## src/rtl/i2c_rs_pkg.sv

```systemverilog
// Shared types for the repeated-START sequencer.
// Assumes: nothing beyond IEEE 1800-2017.
package i2c_rs_pkg;
    typedef enum logic [2:0] {
        PH_IDLE      = 3'd0,
        PH_SCL_LOW   = 3'd1,
        PH_WAIT_SCL  = 3'd2,
        PH_HOLD_HIGH = 3'd3,
        PH_SDA_LOW   = 3'd4
    } rs_phase_t;
endpackage

```

## src/rtl/rs_sync.sv

```systemverilog
// Multi-flop synchronizer for one bus line.
// Assumes: the line idles high, so the stages reset to INIT.
module rs_sync #(
    parameter int   STAGES = 2,
    parameter logic INIT   = 1'b1
) (
    input  logic clk,
    input  logic rst_n,
    input  logic d,
    output logic q
);
    localparam int WW = $clog2(STAGES + 1);

    logic [STAGES-1:0] pipe;
    logic [WW-1:0]     warm;

    // Shift the line level through the stages.
    always_ff @(posedge clk) begin
        if (!rst_n) pipe <= {STAGES{INIT}};
        else        pipe <= {pipe[STAGES-2:0], d};
    end

    // Count the edges since reset, up to the latency (used by the check only).
    always_ff @(posedge clk) begin
        if (!rst_n)                     warm <= '0;
        else if (warm != WW'(STAGES))   warm <= warm + 1'b1;
    end

    assign q = pipe[STAGES-1];

    generate
        if (STAGES == 2) begin : g_chk2
            assert_sync_latency_R12: assert property (@(posedge clk) disable iff (!rst_n)
                (warm == WW'(STAGES)) |-> (q == $past(d, 2)));
        end
    endgenerate
endmodule

```

## src/rtl/rs_brg.sv

```systemverilog
// Down-counting baud generator. A load starts a period of max(reload,1) cycles,
// and expire is high in the last cycle of that period.
// Assumes: load is a single-cycle strobe from the sequencer.
module rs_brg #(
    parameter int W = 7
) (
    input  logic         clk,
    input  logic         rst_n,
    input  logic         load,
    input  logic [W-1:0] reload,
    output logic         expire
);
    logic [W-1:0] cnt;
    logic [W-1:0] eff;

    // A zero reload becomes one, so every period ends.
    always_comb eff = (reload == '0) ? W'(1) : reload;

    // Load or count down, and stop at zero.
    always_ff @(posedge clk) begin
        if (!rst_n)          cnt <= '0;
        else if (load)       cnt <= eff;
        else if (cnt != '0)  cnt <= cnt - 1'b1;
    end

    assign expire = (cnt == W'(1));

    assert_load_nonzero_R10: assert property (@(posedge clk) disable iff (!rst_n)
        load |=> (cnt != '0));
    assert_countdown_R2: assert property (@(posedge clk) disable iff (!rst_n)
        (!load && cnt > W'(1)) |=> (cnt == $past(cnt) - 1'b1));
endmodule

```

## src/rtl/rs_seq.sv

```systemverilog
// Sequencer for the repeated START. It steps through release, wait, hold and
// drive, and detects both arbitration-loss cases.
// Assumes: scl_s/sda_s are already synchronized; expire comes from rs_brg.
module rs_seq
    import i2c_rs_pkg::*;
(
    input  logic clk,
    input  logic rst_n,
    input  logic start_req,
    input  logic clr_flag,
    input  logic scl_s,
    input  logic sda_s,
    input  logic expire,
    output logic brg_load,
    output logic scl_pull,
    output logic sda_pull,
    output logic done,
    output logic collision
);
    rs_phase_t phase, phase_n;
    logic      own_q, own_n;
    logic      coll, fin;

    // Next-phase logic with both collision checks.
    always_comb begin
        phase_n  = phase;
        brg_load = 1'b0;
        coll     = 1'b0;
        fin      = 1'b0;
        unique case (phase)
            PH_IDLE: if (start_req) begin
                phase_n  = PH_SCL_LOW;
                brg_load = 1'b1;
            end
            PH_SCL_LOW: if (expire) phase_n = PH_WAIT_SCL;
            PH_WAIT_SCL: if (scl_s) begin
                if (!sda_s) coll = 1'b1;
                else begin
                    phase_n  = PH_HOLD_HIGH;
                    brg_load = 1'b1;
                end
            end
            PH_HOLD_HIGH: begin
                if (!sda_s || expire) begin
                    phase_n  = PH_SDA_LOW;
                    brg_load = 1'b1;
                end else if (!scl_s) begin
                    coll = 1'b1;
                end
            end
            PH_SDA_LOW: if (expire) begin
                phase_n = PH_IDLE;
                fin     = 1'b1;
            end
            default: phase_n = PH_IDLE;
        endcase
        if (coll) phase_n = PH_IDLE;
    end

    // Bus ownership is taken on completion and dropped on a collision.
    always_comb begin
        own_n = own_q;
        if (fin)  own_n = 1'b1;
        if (coll) own_n = 1'b0;
    end

    // Phase and ownership registers.
    always_ff @(posedge clk) begin
        if (!rst_n) begin
            phase <= PH_IDLE;
            own_q <= 1'b0;
        end else begin
            phase <= phase_n;
            own_q <= own_n;
        end
    end

    // One-cycle completion pulse.
    always_ff @(posedge clk) begin
        if (!rst_n) done <= 1'b0;
        else        done <= fin;
    end

    // Sticky collision flag: a new collision wins over a clear.
    always_ff @(posedge clk) begin
        if (!rst_n)        collision <= 1'b0;
        else if (coll)     collision <= 1'b1;
        else if (clr_flag) collision <= 1'b0;
    end

    // Line pulls decoded from phase and ownership.
    always_comb begin
        scl_pull = (phase == PH_SCL_LOW) || (phase == PH_IDLE && own_q);
        sda_pull = (phase == PH_SDA_LOW) || (phase == PH_IDLE && own_q);
    end

    assert_abort_release_R7: assert property (@(posedge clk) disable iff (!rst_n)
        coll |=> (phase == PH_IDLE && !scl_pull && !sda_pull && collision && !done));
    assert_case_one_R4: assert property (@(posedge clk) disable iff (!rst_n)
        (phase == PH_WAIT_SCL && scl_s && !sda_s) |=> collision);
    assert_case_two_R5: assert property (@(posedge clk) disable iff (!rst_n)
        (phase == PH_HOLD_HIGH && !scl_s && sda_s && !expire) |=> collision);
    assert_early_sda_R6: assert property (@(posedge clk) disable iff (!rst_n)
        (phase == PH_HOLD_HIGH && !sda_s) |=> (sda_pull && !scl_pull && phase == PH_SDA_LOW));
    assert_flag_sticky_R8: assert property (@(posedge clk) disable iff (!rst_n)
        (collision && !clr_flag) |=> collision);
    assert_done_single_R3: assert property (@(posedge clk) disable iff (!rst_n)
        done |=> !done);
    assert_done_lines_R9: assert property (@(posedge clk) disable iff (!rst_n)
        done |-> (scl_pull && sda_pull));
    assert_busy_ignore_R11: assert property (@(posedge clk) disable iff (!rst_n)
        ((phase == PH_WAIT_SCL || phase == PH_HOLD_HIGH) && start_req && !coll)
            |=> (phase != PH_SCL_LOW));
endmodule

```

## src/rtl/i2c_rstart_gen.sv

```systemverilog
// Top level of the repeated-START generator: synchronizers, baud counter and sequencer.
// Assumes: scl_in/sda_in are the pad levels; the pulls drive open-drain pads.
module i2c_rstart_gen #(
    parameter int RELOAD_W    = 7,
    parameter int SYNC_STAGES = 2
) (
    input  logic                clk,
    input  logic                rst_n,
    input  logic                start_req,
    input  logic [RELOAD_W-1:0] reload_val,
    input  logic                clr_flag,
    input  logic                scl_in,
    input  logic                sda_in,
    output logic                scl_pull,
    output logic                sda_pull,
    output logic                done,
    output logic                collision
);
    localparam int NLINES = 2;

    logic [NLINES-1:0] line_raw, line_s;
    logic              brg_load, expire;

    assign line_raw = {sda_in, scl_in};

    generate
        for (genvar i = 0; i < NLINES; i++) begin : g_sync
            rs_sync #(.STAGES(SYNC_STAGES), .INIT(1'b1)) u_sync (
                .clk  (clk),
                .rst_n(rst_n),
                .d    (line_raw[i]),
                .q    (line_s[i])
            );
        end
    endgenerate

    rs_brg #(.W(RELOAD_W)) u_brg (
        .clk   (clk),
        .rst_n (rst_n),
        .load  (brg_load),
        .reload(reload_val),
        .expire(expire)
    );

    rs_seq u_seq (
        .clk      (clk),
        .rst_n    (rst_n),
        .start_req(start_req),
        .clr_flag (clr_flag),
        .scl_s    (line_s[0]),
        .sda_s    (line_s[1]),
        .expire   (expire),
        .brg_load (brg_load),
        .scl_pull (scl_pull),
        .sda_pull (sda_pull),
        .done     (done),
        .collision(collision)
    );
endmodule

```

## config.mk

```make
export PLATFORM = sky130hd
export DESIGN_NAME = i2c_rstart_gen
export DESIGN_NICKNAME = d
export VERILOG_FILES = /design/src/rtl/i2c_rs_pkg.sv /design/src/rtl/rs_sync.sv /design/src/rtl/rs_brg.sv /design/src/rtl/rs_seq.sv /design/src/rtl/i2c_rstart_gen.sv
export SDC_FILE = /design/constraint.sdc
export NUM_CORES = 1
export LEC_CHECK = 0
export CAP_MARGIN = 10
export CORE_ASPECT_RATIO = 0.9
export CORE_MARGIN = 2
export CORE_UTILIZATION = 30
export DETAILED_ROUTE_END_ITERATION = 6
export PLACE_DENSITY = 0.6
export SLEW_MARGIN = 20
export SYNTH_ARGS = -nofsm -noshare
export SYNTH_HDL_FRONTEND = slang
export SYNTH_SLANG_ARGS = --single-unit
```

## constraint.sdc

```tcl
create_clock -name clk -period 2.2 [get_ports clk]
set_input_delay 0.22 -clock clk [delete_from_list [all_inputs] [get_ports clk]]
set_output_delay 0.22 -clock clk [all_outputs]
set_load 0.01 [all_outputs]
```

==> results.yml, run 1 <==
clock_network:
  post_cts_resize_count: 0
  cts_made_buffers: 3
  holdBufCountCts: 0
  cts_setup_buffers: 0
  clock_path_buffers: 2
  htreeDepth: 1
  clk_pin_slew_ps: 90
  clk_latency_ps: 290
  cts_root_buffer: "clkbuf_4"
  cts.sinks: 17
  cts_tree: "built"
global_routing:
  grt_max_degree: 13
  grt_pass1_vias: 704
  grt-ovfl-total: 0
  grt_pass1_wl_um: 2980
  antenna_found_initial: 0
  grtUsageTotal_pct: 11.3
synthesis:
  yosysSeqAreaShare_pct: 37.5
  synth_cell_types: 36
  synth_warnings: 0
  avgSynthCellArea_um2: 8.49
  synth_nets: 122
  synth_area_um2: 908
  ys_ff_latch: 17
  synthFlopType: "dfxtp_1"
  ys_async_sr_fraction_pct: 0
  synth-edff-count: 0
  netlist_instances: 107
min_path:
  min_to: "g_sync[1].u_sync.pipe[1]"
  whs_path_depth: 1
  min_from: "g_sync[1].u_sync.pipe[0]"
  min_path_type: "flip-flop to flip-flop"
cells_and_area:
  final_cell_mix: "dfxtp_1 (17), clkdlybuf4s50_1 (16), nand2_1 (8)"
  nets: 139
  antennaDiodeCount: 0
  area_delta_synth_final_pct: 24.7
  fillCellCount: 282
  layout_commonest_cell: "dfxtp_1"
  drive_above_1_share_pct: 6.50
setup_path:
  required_ps: 2360
  r2r-start: "u_brg.cnt[0]"
  r2r_slack_ps: 320
  regToRegEndpoint: "u_brg.cnt[1]"
  crit_type: "flip-flop to flip-flop"
  cp-start-kind: "flip-flop"
  slowest_delay_ps: 530
  end_kind: "flip-flop"
  worstPathArrival_ps: 2040
  crit_chain: "inv_1 > ha_1 > or4b_1 > or2_2 > o211ai_1 > mux2i_1"
  crit_fanout: 6
  slowest_stage: "or4b_1"
  rr_worst_depth: 6
placement:
  gp_routability_congestion: 0.865
  dp_hpwl_um: 1410
  portBuffers: 16
timing:
  fin_hold_ws_ps: 412
  fmax_mhz: 532
  rsz0062_at_grt: "false"
  setup_tns_ps: 0
  period_share_pct: 85.4
  maxSlewHeadroom_pct: 61.2
  fin_crit_ps: 1880
  setup_violations: 0
  skew_ps: 7.07
  tightestPinTransition_ps: 579
  finalHoldViolCount: 0
  report.final.slew_viol_count: 0
detailed_routing:
  drcViolationCount: 0
  drt_first_pass_iters: 3
  via_per_inst: 4.85
  num_vias: 791
  routed_wl_um: 1780
  initialDrtViolationCount: 63
  ant_nets: 0
  wire_per_inst_um: 10.9
die:
  io_pins: 17
  die-height_um: 56.2
  coreArea_mm2: 0.00282
  rows: 18
  initial_utilization_pct: 32.3
  die_w_um: 62
  die-area_mm2: 0.00348
power:
  power_density_mw_per_mm2: 945
  leakagePower_uw: 0.000428
  ir_drop_uv: 604
job:
  drv_cap: 0
run_status:
  status: "completed"
## registers in the layout, summed over array words and instances (netlist names)
| register | count |
|---|---|
| u_seq.collision | 1 |
| u_seq.own_q | 1 |
| u_seq.done | 1 |
| g_sync.u_sync.pipe | 4 |
| u_seq.phase | 3 |
| u_brg.cnt | 7 |
## cells by family (layout without fill, tap and decap cells)
group	count (synthesis)	count (layout)	share of synthesized area, %
xor+xnor	1	1	0.964
fa+ha+maj	2	2	2.75
buf+inv	10	26	4.27
compound gates	22	22	16.9
mux	7	7	7.71
flops	17	17	37.5
simple gates	48	48	29.9
## where the power goes
| part | total [uW] | internal [uW] | switching, uW |
|---|---|---|---|
| clock | 164 | 70.6 | 93.7 |
| sequential | 453 | 368 | 84.8 |
| combinational | 453 | 225 | 228 |
## worst max path at each step
| stage | from | end | slack (ps) |
|---|---|---|---|
| after floorplan | u_brg.cnt[0] | u_brg.cnt[1] | 460 |
| final | u_brg.cnt[0] | u_brg.cnt[1] | 320 |
| after CTS | u_brg.cnt[0] | u_brg.cnt[1] | 320 |
| after global placement | u_brg.cnt[0] | u_brg.cnt[1] | 380 |
| after global routing | u_brg.cnt[0] | u_brg.cnt[1] | 210 |
| after detailed placement | u_brg.cnt[0] | u_brg.cnt[1] | 350 |
## synthesized netlist by cell type (all sizes together) (2+ instances only)
| cell type | instances | share of area (%) |
|---|---|---|
| dfxtp | 17 | 37 |
| nand2 | 8 | 3.3 |
| mux2i | 7 | 7.7 |
| nand2b | 7 | 4.8 |
| nand3 | 6 | 3.3 |
| inv | 5 | 2.1 |
| nor2 | 5 | 2.1 |
| o21ai | 5 | 2.8 |
| nor2b | 4 | 2.8 |
| nor3 | 4 | 2.2 |
| o211ai | 4 | 3.3 |
| or4 | 4 | 3.7 |
| a31oi | 3 | 2.8 |
| clkbuf | 3 | 1.2 |
| a21oi | 2 | 1.1 |
| buf | 2 | 0.96 |
| ha | 2 | 2.8 |
| nand4 | 2 | 1.4 |
| o21a | 2 | 1.7 |
| or2 | 2 | 1.4 |
## stage by stage
step	power, uW	cell area, um^2	cells	worst slack [ps]	utilization, %
floorplan	796	908	107	459	-
global placement	908	1110	159	376	39.3
detailed placement	912	1110	159	355	39.3
finish	1070	1130	163	321	40.2
global route	1170	1130	163	210	40.2
CTS	1090	1130	163	320	40.2
## worst max-delay path, delay by kind of cell (launching register included)
| family | cells | cell delay, ps |
|---|---|---|
| and+or+nand+nor | 2 | 880 |
| DFF | 1 | 360 |
| adders and majority gates | 1 | 180 |
| AOI/OAI and AO/OA | 1 | 180 |
| muxes | 1 | 80 |
| buffers and inverters | 1 | 70 |
## cell type report
| cell class | count | area (um^2) | area share [%] |
|---|---|---|---|
| clock buffer | 4 | 26.3 | 2.32 |
| inverter | 5 | 18.8 | 1.66 |
| multi-input combinational | 80 | 529 | 46.7 |
| sequential | 17 | 340 | 30.1 |
| tap | 40 | 50.0 | 4.42 |
| timing repair buffer | 17 | 168 | 14.8 |
## routing by layer
layer / wire length [um] / up-vias / global-route usage (%)
met5: 0 / - / 0
met4: 12 / 0 / 3.95
met3: 87 / 2 / 4.19
met2: 753 / 19 / 15.8
met1: 930 / 344 / 15.6
li1: - / 426 / -
Power figures use the tool's default switching activity.
==> run 2: changes to the inputs <==
Settings changed: CORE_UTILIZATION 30 to 50, PLACE_DENSITY 0.6 to 0.86.
Clock period 2.2 ns to 1.8 ns, I/O delays scaled along.
==> results.yml, run 2 (synthesized netlist as in run 1, its figures left out) <==
timing:
  fin_crit_ps: 1730
  tightestPinTransition_ps: 442
  layout_setup_ws_ps: 67.2
  period_share_pct: 96.3
  finalHoldViolCount: 0
  fin_hold_ws_ps: 421
  fmax_mhz: 577
  report.final.slew_viol_count: 0
  maxSlewHeadroom_pct: 70.2
  setup_violations: 0
  skew_ps: 2.83
cells_and_area:
  layout_commonest_cell: "clkdlybuf4s50_1"
  fin_util_pct: 70.0
  area_delta_synth_final_pct: 31.0
  antennaDiodeCount: 0
  top_register: "u_brg.cnt"
  drive_above_1_share_pct: 16.9
  final_cells: 154
  final_cell_mix: "clkdlybuf4s50_1 (16), dfxtp_1 (14), nand2_1 (8), buf_4 (8)"
  largest_register_ff_count: 7
  nets: 146
  reg.largest.list: "u_brg.cnt x7, g_sync.u_sync.pipe x4, u_seq.phase x3"
die:
  io_pins: 17
  die-height_um: 44.4
  coreArea_mm2: 0.00170
  initial_utilization_pct: 53.5
  rows: 14
  die_w_um: 48.9
  die-area_mm2: 0.00217
min_path:
  min_to: "g_sync[0].u_sync.pipe[1]"
  min_from: "g_sync[0].u_sync.pipe[0]"
  whs_path_depth: 1
  min_path_type: "flip-flop to flip-flop"
clock_network:
  clk_latency_ps: 290
  clock_path_buffers: 2
  cts.sinks: 17
  cts_root_buffer: "clkbuf_4"
  cts_tree: "built"
  clk_pin_slew_ps: 100
  htreeDepth: 1
  cts_made_buffers: 3
placement:
  gp_routability_congestion: 0.953
  dp.cells: 147
  place_ws_ps: -70.8
  portBuffers: 16
  dp_hpwl_um: 1600
global_routing:
  antenna_found_initial: 0
  grt-ovfl-total: 0
  grtUsageTotal_pct: 23.6
  grt_max_degree: 13
  grt_pass1_wl_um: 3790
  grt_pass1_vias: 848
setup_path:
  slowest_delay_ps: 490
  cp-start-kind: "flip-flop"
  worstPathArrival_ps: 1920
  end_kind: "flip-flop"
  regToRegEndpoint: "u_brg.cnt[1]"
  slowest_stage: "or4b_4"
  crit_chain: "inv_2 > ha_4 > or4b_4 > or2_4 > o211ai_1 > mux2i_1"
  r2r_slack_ps: 70
  crit_type: "flip-flop to flip-flop"
  rr_worst_depth: 6
  r2r-start: "u_brg.cnt[1]"
  crit_fanout: 5
  required_ps: 1990
detailed_routing:
  drt_first_pass_iters: 4
  num_vias: 897
  ant_nets: 0
  routed_wl_um: 2160
  wire_per_inst_um: 14.0
  via_per_inst: 5.82
  initialDrtViolationCount: 21
  drcViolationCount: 0
power:
  leakagePower_uw: 0.000466
  power_density_mw_per_mm2: 1280
  ir_drop_uv: 834
  power_uw: 1520
job:
  drv_cap: 0
run_status:
  status: "completed"
==> run 2: cell types whose count changed in the layout (fill, tap and decap cells not counted), sizes merged <==
| cell | change |
|---|---|
| buf | +7 |
==> run 2: per-layer routing <==
layer	vias up	GRT usage, %	share of wire [%]
met5	-	0	0
met4	0	12.0	3.6
met3	11	7.09	6.0
met2	32	38.4	47
met1	418	28.8	44
li1	436	-	-
==> run 2: final cells by class <==
| type | instances | area (um^2) |
|---|---|---|
| clock buffers | 4 | 26.3 |
| fillers | 147 | 509 |
| inverters | 5 | 18.8 |
| multi-input cells | 80 | 551 |
| flip-flops and latches | 17 | 344 |
| well taps | 24 | 30.0 |
| repair buffers | 24 | 220 |
==> run 2: critical path: cells and delay by family, from the launching register on <==
kind / cells / cell delay, ps
multiplexers: 1 / 90
AO/OA/AOI/OAI: 1 / 190
AND/OR/NAND/NOR: 2 / 780
buffers and inverters: 1 / 80
flip-flops: 1 / 350
adder cells (fa/ha/maj): 1 / 130
==> run 2: timing repair <==
action | CTS | global route
setup buffers | 0 | 3
endpoints found under the setup margin | 3 | 4
pin swaps | 1 | 3
gates resized for setup | 3 | 6
hold buffers | 0 | 0
==> run 2: power breakdown <==
group	switching (uW)	internal, uW	leakage, uW
combinational	356	397	0.000310
clock	120	86.4	0.0000150
sequential	110	455	0.000141
total	586	938	0.000466
==> run 2: how the worst max path moves through the flow <==
stage	startpoint	end	slack, ps	cells after the start
2_1_floorplan	u_brg.cnt[0]	u_brg.cnt[1]	60	6
3_3_place_gp	u_brg.cnt[1]	u_brg.cnt[1]	60	6
3_5_place_dp	u_brg.cnt[1]	u_brg.cnt[1]	-70	6
4_1_cts	u_brg.cnt[1]	u_brg.cnt[1]	40	6
5_1_grt	u_brg.cnt[1]	u_brg.cnt[1]	-5	6
6_report	u_brg.cnt[1]	u_brg.cnt[1]	70	6
==> run 2: metrics by stage <==
stage / TNS (ps) / area, um^2
global placement: 0 / 1120
CTS: 0 / 1150
global route: -4.85 / 1190
floorplan: 0 / 908
detailed placement: -79.8 / 1120
finish: 0 / 1190
==> run 3: changes to the inputs <==
Settings changed: CORE_UTILIZATION 50 to 45, HOLD_SLACK_MARGIN from default to 0.1, PLACE_DENSITY 0.86 to 0.82.
Clock period 1.8 ns to 1.45 ns, I/O delays scaled along.
==> results.yml, run 3 (synthesized netlist as in run 1, its figures left out) <==
die:
  die_w_um: 51.4
  initial_utilization_pct: 47.5
  io_pins: 17
  die-height_um: 46.6
  rows: 15
  die-area_mm2: 0.00239
  coreArea_mm2: 0.00191
cells_and_area:
  fin_area_mm2: 0.00145
  fin_util_pct: 75.6
  top_register: "u_brg.cnt"
  layout_commonest_cell: "buf_4"
  multi_input_area_um2: 659
  reg.largest.list: "u_brg.cnt x7, g_sync.u_sync.pipe x4, u_seq.phase x3"
  largest_register_ff_count: 7
  area_delta_synth_final_pct: 59.4
  nets: 160
  regArea_um2: 353
  fillCellCount: 126
  drive_above_1_share_pct: 38.9
  antennaDiodeCount: 0
  final_cell_mix: "buf_4 (17), clkdlybuf4s50_1 (14), dfxtp_1 (11)"
clock_network:
  holdBufCountCts: 0
  cts_root_buffer: "clkbuf_4"
  cts_tree: "built"
  clock_path_buffers: 2
  cts_made_buffers: 3
  cts.sinks: 17
  htreeDepth: 1
  clk_pin_slew_ps: 100
  clk_latency_ps: 290
detailed_routing:
  via_per_inst: 5.72
  routed_wl_um: 2830
  ant_nets: 0
  drt_first_pass_iters: 4
  wire_per_inst_um: 16.7
  initialDrtViolationCount: 23
  num_vias: 967
  drcViolationCount: 0
setup_path:
  crit_fanout: 7
  required_ps: 1670
  slowest_delay_ps: 340
  rr_worst_depth: 9
  r2r_slack_ps: -220
  r2r-start: "u_brg.cnt[1]"
  crit_type: "flip-flop to flip-flop"
  worstPathArrival_ps: 1890
  cp_top_family: "buffers and inverters"
  crit_chain: "inv_2 > buf_4 > buf_6 > ha_4 > nor2b_4 > nand4_1 > a31oi_4 > buf_12 > mux2i_2"
  regToRegEndpoint: "u_brg.cnt[6]"
  slowest_stage: "dfxtp_2"
  cp-start-kind: "flip-flop"
  path_buf_inv: 4
  end_kind: "flip-flop"
global_routing:
  grtUsageTotal_pct: 25.0
  grt_pass1_wl_um: 4240
  grt-ovfl-total: 0
  grt_pass1_vias: 897
  antenna_found_initial: 0
  grt_max_degree: 20
timing:
  layout_setup_ws_ps: -218
  skew_ps: 1.58
  finalHoldViolCount: 0
  tightestPinTransition_ps: 279
  fin_crit_ps: 1670
  fmax_mhz: 599
  maxSlewHeadroom_pct: 81.3
  period_share_pct: 115
  report.final.slew_viol_count: 0
  setup_violations: 12
  rsz0062_at_grt: "true"
job:
  drv_cap: 0
run_status:
  violations: "negative setup slack"
  status: "finished, violations left"
min_path:
  whs_path_depth: 2
  min_from: "scl_in"
  min_to: "g_sync[0].u_sync.pipe[0]"
  min_path_type: "input pin to flip-flop"
power:
  power_uw: 2380
  leakagePower_uw: 0.000574
  power_density_mw_per_mm2: 1650
  ir_drop_uv: 1440
placement:
  gp_routability_congestion: 0.935
  dp_hpwl_um: 1760
  portBuffers: 16
  placed_cell_area_mm2: 0.00128
## run 3: cell count changes in the layout (fill, tap and decap cells not counted), sizes merged
| cell | change |
|---|---|
| clkdlybuf4s50 | -2 |
| buf | +14 |
| dlygate4sd2 | +2 |
## run 3: what timing repair did
item                       in CTS  in global routing
pin swaps                      13                  6
resized for setup              24                  7
setup endpoints to repair      14                 13
setup buffers                   2                  2
## run 3: routing by layer
metal / vias up / GRT usage [%] / wire [um]
li1: 461 / - / -
met1: 460 / 28.2 / 1080
met2: 36 / 46.9 / 1520
met3: 10 / 6.17 / 156
met4: 0 / 7.37 / 72
met5: - / 0 / 0
## run 3: worst max path at each step
| stage | from | end | cells after the start |
|---|---|---|---|
| after floorplan | u_brg.cnt[1] | u_brg.cnt[1] | 6 |
| after global placement | u_brg.cnt[1] | u_brg.cnt[1] | 6 |
| after detailed placement | u_brg.cnt[1] | u_brg.cnt[1] | 6 |
| after CTS | u_brg.cnt[1] | u_brg.cnt[1] | 6 |
| after global routing | u_brg.cnt[1] | u_brg.cnt[1] | 6 |
| final | u_brg.cnt[1] | u_brg.cnt[6] | 9 |
## run 3: power breakdown
part | switching (uW) | internal (uW) | total, uW
Combinational | 640 | 790 | 1430
Clock | 151 | 107 | 258
Sequential | 115 | 579 | 694
Total | 905 | 1480 | 2380
## run 3: area by class of cell
type,instances,share of cell area [%]
flip-flops and latches,17,24.4
multi-input cells,80,45.5
clock buffers,4,1.82
repair buffers,38,24.8
well taps,25,2.16
inverters,5,1.30
## run 3: per-stage QoR
step           setup TNS (ps)  setup WS [ps]  hold WS [ps]  instances
2_1_floorplan            -595           -180           246        107
3_3_place_gp             -928           -184           390        161
3_5_place_dp            -1370           -263           393        161
4_1_cts                 -1300           -203           404        167
5_1_grt                 -2310           -277           410        169
6_report                -1840           -218           405        169
